<file path="src/rtl/nvm_pkg.sv">
package nvm_pkg;

    localparam int DATA_W = 8;

    typedef enum logic [1:0] {
        SEL_BANK = 2'd0,
        SEL_ADDR = 2'd1,
        SEL_DATA = 2'd2,
        SEL_CTRL = 2'd3
    } slot_sel_e;

    // Control slot layout, msb first: store enable, store cmd, fetch enable, fetch cmd
    typedef struct packed {
        logic st_en;
        logic st_cmd;
        logic fe_en;
        logic fe_cmd;
    } ctrl_bits_t;

    function automatic ctrl_bits_t ctrl_from_byte(input logic [DATA_W-1:0] b);
        ctrl_bits_t c;
        c.st_en  = b[3];
        c.st_cmd = b[2];
        c.fe_en  = b[1];
        c.fe_cmd = b[0];
        return c;
    endfunction

    function automatic logic [DATA_W-1:0] ctrl_to_byte(input ctrl_bits_t c);
        return {{(DATA_W-4){1'b0}}, c};
    endfunction

endpackage

</file>
<file path="src/rtl/nvm_array.sv">
module nvm_array #(
    parameter int ADDR_W = 4,
    parameter int DW     = 8
) (
    input  logic              clk,
    input  logic              wr_commit,
    input  logic [ADDR_W-1:0] addr,
    input  logic [DW-1:0]     wdata,
    output logic [DW-1:0]     rdata
);
    localparam int DEPTH = 1 << ADDR_W;

    logic [DW-1:0] cells [DEPTH];

    always_ff @(posedge clk) begin
        if (wr_commit) begin
            cells[addr] <= wdata;
        end
    end

    assign rdata = cells[addr];

endmodule

</file>
<file path="src/rtl/nvm_seq.sv">
module nvm_seq #(
    parameter int WR_TICKS = 64
) (
    input  logic clk,
    input  logic rst,
    input  logic start_rd,
    input  logic start_wr,
    input  logic slow_tick,
    output logic rd_busy,
    output logic wr_busy,
    output logic rd_done,
    output logic wr_commit,
    output logic wr_done
);
    localparam int TW = $clog2(WR_TICKS + 1);
    localparam logic [TW-1:0] TICK_LOAD = TW'(WR_TICKS);
    localparam logic [TW-1:0] TICK_LAST = TW'(1);

    logic          rd_phase;
    logic [TW-1:0] timer;

    assign rd_done   = rd_busy && rd_phase;
    assign wr_commit = wr_busy && slow_tick && (timer == TICK_LAST);

    // fetch: two bus clocks from start to capture
    always_ff @(posedge clk) begin
        if (rst) begin
            rd_busy  <= 1'b0;
            rd_phase <= 1'b0;
        end else if (start_rd) begin
            rd_busy  <= 1'b1;
            rd_phase <= 1'b0;
        end else if (rd_busy) begin
            if (rd_phase) begin
                rd_busy  <= 1'b0;
                rd_phase <= 1'b0;
            end else begin
                rd_phase <= 1'b1;
            end
        end
    end

    // store: down-counter advanced by slow enable pulses
    always_ff @(posedge clk) begin
        if (rst) begin
            wr_busy <= 1'b0;
            timer   <= '0;
        end else if (start_wr) begin
            wr_busy <= 1'b1;
            timer   <= TICK_LOAD;
        end else if (wr_busy && slow_tick) begin
            if (timer == TICK_LAST) begin
                wr_busy <= 1'b0;
                timer   <= '0;
            end else begin
                timer <= timer - TW'(1);
            end
        end
    end

    always_ff @(posedge clk) begin
        if (rst) begin
            wr_done <= 1'b0;
        end else begin
            wr_done <= wr_commit;
        end
    end

    assert_fetch_len_R4: assert property (@(posedge clk) disable iff (rst)
        $rose(rd_busy) |=> rd_busy ##1 !rd_busy);

    assert_timer_range_R7: assert property (@(posedge clk) disable iff (rst)
        wr_busy |-> (timer != '0) && (timer <= TICK_LOAD));

    assert_done_single_R8: assert property (@(posedge clk) disable iff (rst)
        wr_done |=> !wr_done);

    assert_done_follows_R8: assert property (@(posedge clk) disable iff (rst)
        $fell(wr_busy) |-> wr_done);

    assert_not_both_R10: assert property (@(posedge clk) disable iff (rst)
        !(rd_busy && wr_busy));

endmodule

</file>
<file path="src/rtl/nvm_regfile.sv">
module nvm_regfile
    import nvm_pkg::*;
#(
    parameter int ADDR_W = 4
) (
    input  logic              clk,
    input  logic              rst,
    input  logic              bus_wr,
    input  logic [1:0]        bus_sel,
    input  logic [DATA_W-1:0] bus_wdata,
    output logic [DATA_W-1:0] bus_rdata,
    input  logic              rd_busy,
    input  logic              wr_busy,
    input  logic              rd_done,
    input  logic [DATA_W-1:0] fetched,
    output logic              start_rd,
    output logic              start_wr,
    output logic [ADDR_W-1:0] addr_q,
    output logic [DATA_W-1:0] data_q
);
    logic       bank_q;
    logic       fe_en_q;
    logic       st_en_q;
    logic       busy;
    logic       hit_ctrl;
    logic       hit_addr;
    logic       hit_data;
    ctrl_bits_t wr_bits;
    ctrl_bits_t rd_bits;

    assign busy     = rd_busy || wr_busy;
    assign wr_bits  = ctrl_from_byte(bus_wdata);
    assign hit_ctrl = bus_wr && (bus_sel == SEL_CTRL) && bank_q && !busy;
    assign hit_addr = bus_wr && (bus_sel == SEL_ADDR) && !busy;
    assign hit_data = bus_wr && (bus_sel == SEL_DATA) && !busy;

    // commands honour only enables stored by an earlier write; fetch wins a tie
    assign start_rd = hit_ctrl && wr_bits.fe_cmd && fe_en_q;
    assign start_wr = hit_ctrl && wr_bits.st_cmd && st_en_q && !start_rd;

    always_ff @(posedge clk) begin
        if (rst) begin
            bank_q <= 1'b0;
        end else if (bus_wr && bus_sel == SEL_BANK) begin
            bank_q <= bus_wdata[0];
        end
    end

    always_ff @(posedge clk) begin
        if (rst) begin
            fe_en_q <= 1'b0;
            st_en_q <= 1'b0;
        end else if (hit_ctrl) begin
            fe_en_q <= wr_bits.fe_en;
            st_en_q <= wr_bits.st_en;
        end
    end

    always_ff @(posedge clk) begin
        if (rst) begin
            addr_q <= '0;
        end else if (hit_addr) begin
            addr_q <= bus_wdata[ADDR_W-1:0];
        end
    end

    always_ff @(posedge clk) begin
        if (rst) begin
            data_q <= '0;
        end else if (rd_done) begin
            data_q <= fetched;
        end else if (hit_data) begin
            data_q <= bus_wdata;
        end
    end

    always_comb begin
        rd_bits.st_en  = st_en_q;
        rd_bits.st_cmd = wr_busy;
        rd_bits.fe_en  = fe_en_q;
        rd_bits.fe_cmd = rd_busy;
        case (bus_sel)
            SEL_BANK: bus_rdata = {{(DATA_W-1){1'b0}}, bank_q};
            SEL_ADDR: bus_rdata = {{(DATA_W-ADDR_W){1'b0}}, addr_q};
            SEL_DATA: bus_rdata = data_q;
            default:  bus_rdata = bank_q ? ctrl_to_byte(rd_bits) : '0;
        endcase
    end

    assert_bank_gate_R2: assert property (@(posedge clk) disable iff (rst)
        (!bank_q && bus_wr && bus_sel == SEL_CTRL) |=> $stable(fe_en_q) && $stable(st_en_q));

    assert_fetch_gate_R3: assert property (@(posedge clk) disable iff (rst)
        $rose(rd_busy) |-> $past(fe_en_q));

    assert_store_gate_R6: assert property (@(posedge clk) disable iff (rst)
        $rose(wr_busy) |-> $past(st_en_q));

    assert_addr_frozen_R9: assert property (@(posedge clk) disable iff (rst)
        busy |=> $stable(addr_q));

    assert_enables_frozen_R9: assert property (@(posedge clk) disable iff (rst)
        busy |=> $stable(fe_en_q) && $stable(st_en_q));

endmodule

</file>
<file path="src/rtl/nvm_access_ctrl.sv">
module nvm_access_ctrl
    import nvm_pkg::*;
#(
    parameter int ADDR_W   = 4,
    parameter int WR_TICKS = 64
) (
    input  logic       clk,
    input  logic       rst,
    input  logic       bus_wr,
    input  logic [1:0] bus_sel,
    input  logic [7:0] bus_wdata,
    output logic [7:0] bus_rdata,
    input  logic       slow_tick,
    output logic       wr_done
);
    logic              start_rd;
    logic              start_wr;
    logic              rd_busy;
    logic              wr_busy;
    logic              rd_done;
    logic              wr_commit;
    logic [ADDR_W-1:0] addr_q;
    logic [DATA_W-1:0] data_q;
    logic [DATA_W-1:0] cell_byte;

    nvm_regfile #(.ADDR_W(ADDR_W)) u_regs (
        .clk       (clk),
        .rst       (rst),
        .bus_wr    (bus_wr),
        .bus_sel   (bus_sel),
        .bus_wdata (bus_wdata),
        .bus_rdata (bus_rdata),
        .rd_busy   (rd_busy),
        .wr_busy   (wr_busy),
        .rd_done   (rd_done),
        .fetched   (cell_byte),
        .start_rd  (start_rd),
        .start_wr  (start_wr),
        .addr_q    (addr_q),
        .data_q    (data_q)
    );

    nvm_seq #(.WR_TICKS(WR_TICKS)) u_seq (
        .clk       (clk),
        .rst       (rst),
        .start_rd  (start_rd),
        .start_wr  (start_wr),
        .slow_tick (slow_tick),
        .rd_busy   (rd_busy),
        .wr_busy   (wr_busy),
        .rd_done   (rd_done),
        .wr_commit (wr_commit),
        .wr_done   (wr_done)
    );

    nvm_array #(.ADDR_W(ADDR_W), .DW(DATA_W)) u_array (
        .clk       (clk),
        .wr_commit (wr_commit),
        .addr      (addr_q),
        .wdata     (data_q),
        .rdata     (cell_byte)
    );

    assert_data_frozen_R9: assert property (@(posedge clk) disable iff (rst)
        wr_busy |=> $stable(data_q));

    assert_data_kept_R5: assert property (@(posedge clk) disable iff (rst)
        (!rd_busy && !wr_busy && !(bus_wr && bus_sel == 2'd2)) |=> $stable(data_q));

endmodule

</file>
<file path="config.mk">
export PLATFORM = sky130hd
export DESIGN_NAME = nvm_access_ctrl
export DESIGN_NICKNAME = d
export VERILOG_FILES = /design/src/rtl/nvm_pkg.sv /design/src/rtl/nvm_array.sv /design/src/rtl/nvm_seq.sv /design/src/rtl/nvm_regfile.sv /design/src/rtl/nvm_access_ctrl.sv
export SDC_FILE = /design/constraint.sdc
export NUM_CORES = 1
export LEC_CHECK = 0
export CORE_ASPECT_RATIO = 1.5
export CORE_MARGIN = 2
export CORE_UTILIZATION = 35
export CTS_BUF_LIST = sky130_fd_sc_hd__clkbuf_4
export DETAILED_ROUTE_END_ITERATION = 7
export SYNTH_ARGS = -nofsm -noshare
export SYNTH_HDL_FRONTEND = slang
export SYNTH_SLANG_ARGS = --single-unit
</file>
<file path="constraint.sdc">
create_clock -name clk -period 2.4 [get_ports clk]
set_input_delay 0.6 -clock clk [delete_from_list [all_inputs] [get_ports clk]]
set_output_delay 0.6 -clock clk [all_outputs]
set_load 0.01 [all_outputs]
</file>
### Word-level counts from Yosys, hierarchy flattened

Memories as Yosys holds them, arrays and structs flattened. A register that Yosys moved wholly into a read port is not among the register bits.
Cells that the tools add are included.

* bits in registers: 26
* RAM bits: 128
* input bits: 14
* logic and storage cells: 60
* memories: 1

* add/sub/neg operators: 1
* equality and inequality tests: 4
* multiplexer cells: 17
* reduce and logical (&&, ||, !) cells: 26

Memories
* u_array.cells: words 16, width 8, read ports 1, clocked after Yosys merged registers in 1, wr ports 1, RTL line nvm_array.sv:13 `logic [DW-1:0] cells [DEPTH];`

Operator list (number)
* one-hot mux 8 bit (3 select lines): 1
* 2-to-1 mux 7 bit: 3
* logical AND 1 bit: 16
* 2-to-1 mux 8 bit: 2
* 2-to-1 mux 4 bit: 3
* 2-to-1 mux 1 bit: 8
* == test 7 x 1 -> 1 bit (second input constant): 1
* subtractor 7 x 1 -> 7 bit (second input constant): 1
* nonzero test 2 bit: 3
* == test 2 bit (second input constant): 2
* OR reduction 2 bit: 2
* == test 2 x 1 -> 1 bit (second input constant): 1
* logical NOT 1 bit: 2
* logical NOT 2 bit: 1
* AND reduction 2 bit: 1
* logical OR 1 bit: 1

### Depth between registers and ports, before layout

* depth after elaboration: 10
* mapped depth: 6
* mapped depth without buffers: 5

### Modules after synthesis

From an unflattened synthesis, not the netlist that was laid out.

* cell total of the unflattened synthesis: 394
* area total of the unflattened synthesis: 6326.1 µm²

By module, submodules not included
* nvm_array: instances 1, cells each 222, area an instance 4907.2 µm², seq. area each 3843.7 µm²
* nvm_regfile: instances 1, cells each 111, area an instance 890.9 µm², seq. area each 300.3 µm²
* nvm_seq: instances 1, cells each 61, area an instance 528.0 µm², seq. area each 220.2 µm²

### Least setup slack after synthesis

OpenSTA, ideal clock, no wires.

* path kind: input -> register
* start point: input slow_tick
* end point: memory u_array.cells[3][0], enable pin
* data arrival time: 1.807 ns
* setup slack: 0.209 ns
* stages on the path: 5
* cell sequence: and2_1 buf_2 and4b_1 nand3_1 nor3_1

* word-level cells in the longest chain between the ends: 4

RTL lines
* start: declaration: RTL line nvm_access_ctrl.sv:13 `input logic slow_tick,`
* logical AND 1 bit (2 in a row): RTL line nvm_seq.sv:23 `assign wr_commit = wr_busy && slow_tick && (timer == TICK_LAST);`
* 2-to-1 mux 1 bit: RTL line nvm_array.sv:16 `if (wr_commit) begin`
* 2-to-1 mux 1 bit (implied by the code): RTL line nvm_array.sv:17 `cells[addr] <= wdata;`
* end: declaration: RTL line nvm_array.sv:13

Every way passes these cells.

### Worst setup path in the final report

* start point: input bus_sel[0]
* end point: output bus_rdata[3]

* word-level cells in the longest chain between the ends: 2
* elaborated cells between the ends (all ways): 4
* classes of those cells: eq/ne: 2; mux: 1; reduce/logical: 1

RTL lines
* start: declaration: RTL line nvm_access_ctrl.sv:10 `input logic [1:0] bus_sel,`
* == test 2 bit (tied with other cells): RTL line nvm_regfile.sv:82 `case (bus_sel)`
* one-hot mux 8 bit (3 select lines) *: RTL line nvm_regfile.sv:82
* end: declaration: RTL line nvm_access_ctrl.sv:12 `output logic [7:0] bus_rdata,`

Mark *: on every way between the ends. The rest lies on a longest branch, timed or not.

==> qor.yml <==
status:
  status: "finished clean"
final_layout:
  mostFrequentLayoutCells: "edfxtp_1 (128), mux2i_1 (43), buf_4 (42)"
  layout_commonest_cell: "edfxtp_1"
  syn2layout_area_growth_pct: 14.1
  drive_above_1_share: 0.243
  nets: 476
flow_run:
  cap_violations: 0
setup_path:
  cp.required_ps: 1800
  critPathMaxFanout: 7
  cp.arrival_ps: 1690
  cp-end-kind: "output port"
  start_kind: "input pin"
  criticalPathCategory: "input pin to output port"
die:
  rows: 60
  die_h_um: 170
  start_util: 0.359
  ios: 23
  core-area_um2: 18000
  fp.dieW_um: 115
  dieArea_um2: 19600
synth:
  async_flop_share: 0
  ys_ff_latch: 158
  avgSynthCellArea_um2: 16.1
  yosys_warnings: 0
  syn_nets: 417
  yosysSeqAreaShare: 0.687
  syn_inst: 401
  netlist_area_um2: 6460
  synth-main-ff-cell: "edfxtp_1"
  ys_types: 54
  synth_edf_count: 128
place:
  hpwl_mm: 10.2
  portBuffers: 22
  place_congestion: 0.889
worst_hold_path:
  hp-class: "flip-flop to flip-flop"
detailed_routing:
  maxUsedRoutingLayer: "met4"
  vias: 3652
  dr.pass1.iters: 5
  avgViaCountPerCell: 5.29
  route.met2.wl_mm: 7.72
  wl_mm: 14.5
  wl_per_cell_um: 21.0
  ant_nets: 0
  drc: 0
  drt_iter0_markers: 307
  wl_met3_um: 608
  wl_met1_mm: 5.74
clock_tree:
  cts_tree: "yes"
  clkSinkCount: 158
  cts_buffer_depth: 2
  cts_root_buffer: "clkbuf_4"
  h-tree-depth: 4
  numCtsBuffers: 17
  cts_hold_buf: 0
  clock_latency_ps: 530
  clk_pin_slew_ps: 130
  cts_setup_buffers: 0
sta:
  finalSetupViolCount: 0
  tightest_slew_ps: 649
  setup-tns-final_ps: 0
  finalCritPeriodShare: 0.954
  max_freq_mhz: 437
  finClkSkew_ps: 12.8
  finalHoldViolations: 0
  slew_viol_final: 0
  slew_headroom: 0.566
  holdWs_ps: 518
  rsz0062_at_grt: "no"
  period_needed_ps: 2290
pwr:
  leakage_nw: 2.46
  p_total_mw: 4.67
  ir_drop_v: 0.000269
  power_per_cell_area_nw_per_um2: 633
global_route:
  first_global_vias: 3779
  antenna_found_initial: 1
  grt-ovfl-total: 0
  grtUsageTotal: 0.156
  grt_max_degree: 19
  grt_pass1_wl_mm: 22.2
-- report_power, final --
part | internal (mW) | switching [mW]
Clock | 0.531 | 0.966
Combinational | 0.0904 | 0.122
Sequential | 2.95 | 0.0125
Total | 3.57 | 1.10
-- stage by stage --
step	worst slack [ps]	utilization	area [um2]	cells
final	109	0.409	7380	691
after global placement	-356	0.394	7100	658
after floorplan	209	-	6460	401
after global routing	15.3	0.409	7380	691
after CTS	0.148	0.409	7370	690
after detailed placement	-500	0.394	7100	658
-- layout make-up --
type / count / area [um2]
diodes: 1 / 2.50
clock buffers: 17 / 128
clock inverters: 15 / 134
fillers: 1672 / 10600
inverters: 6 / 22.5
multi-input cells: 213 / 1830
flip-flops and latches: 158 / 4460
well taps: 217 / 272
repair buffers: 64 / 533
-- final timing paths --
kind / startpoint / to / slack (ps) / depth (start not counted)
setup / recovery: bus_sel[0] / bus_rdata[3] / 110 / 6
hold / removal: u_seq.timer[6] / u_seq.timer[6] / 520 / 2
setup reg to reg: flip-flop / u_regs.data_q[2] / 360 / 6
hold reg to reg: u_seq.timer[6] / u_seq.timer[6] / 520 / 2
-- critical path, stage by stage --
cell and delay [ps]:
clkdlybuf4s15_2 250, buf_4 180, nand3_1 100, o21ai_0 90
a22o_1 190, dlygate4sd2_1 280
-- cells in the mapped netlist (5+ instances only) --
cell | instances | share of area
o211ai_1 | 8 | 0.0093
o22ai_1 | 5 | 0.0048
dfxtp_1 | 30 | 0.093
nor2_1 | 22 | 0.013
and2_1 | 8 | 0.0077
o21ai_0 | 7 | 0.0054
mux2i_1 | 43 | 0.067
clkbuf_1 | 8 | 0.0046
a21oi_1 | 7 | 0.0054
buf_2 | 6 | 0.0046
mux4_2 | 15 | 0.052
buf_6 | 5 | 0.0087
inv_1 | 6 | 0.0035
a221oi_2 | 6 | 0.014
nand2_1 | 19 | 0.011
edfxtp_1 | 128 | 0.59
nand3_1 | 12 | 0.0093
a22oi_1 | 8 | 0.0093
a211oi_1 | 7 | 0.0081
-- cell families after synthesis --
logic type               count (synthesis)  share of synthesized area
XOR/XNOR                                 5                    0.00677
AND/OR/NAND/NOR                         87                     0.0739
flip-flops                             158                      0.687
AO/OA/AOI/OAI                           60                     0.0745
buffers and inverters                   30                     0.0306
adder cells (fa/ha/maj)                  2                    0.00387
multiplexers                            59                      0.123
-- sequential cells by signal (all words and copies together), names as in the netlist, named ones only --
| signal | flops |
|---|---|
| u_seq.rd_busy | 1 |
| u_seq.wr_done | 1 |
| u_regs.data_q | 8 |
| u_array.cells | 128 |
| u_regs.st_en_q | 1 |
| u_seq.rd_phase | 1 |
| u_regs.bank_q | 1 |
| u_regs.fe_en_q | 1 |
| u_seq.wr_busy | 1 |
| u_seq.timer | 7 |
| u_regs.addr_q | 4 |
-- repair_timing --
action                     in CTS  in global routing
setup endpoints to repair       8                  5
resized for setup              19                  7
hold endpoints to repair        0                  0
pin swaps                       0                  1
-- metal layers --
layer / track usage / vias to the layer above
li1: - / 1698
met1: 0.183 / 1832
met2: 0.274 / 102
met3: 0.0292 / 20
met4: 0.0686 / 0
met5: 0 / -
Note: power is estimated with default switching activity, not from simulation.
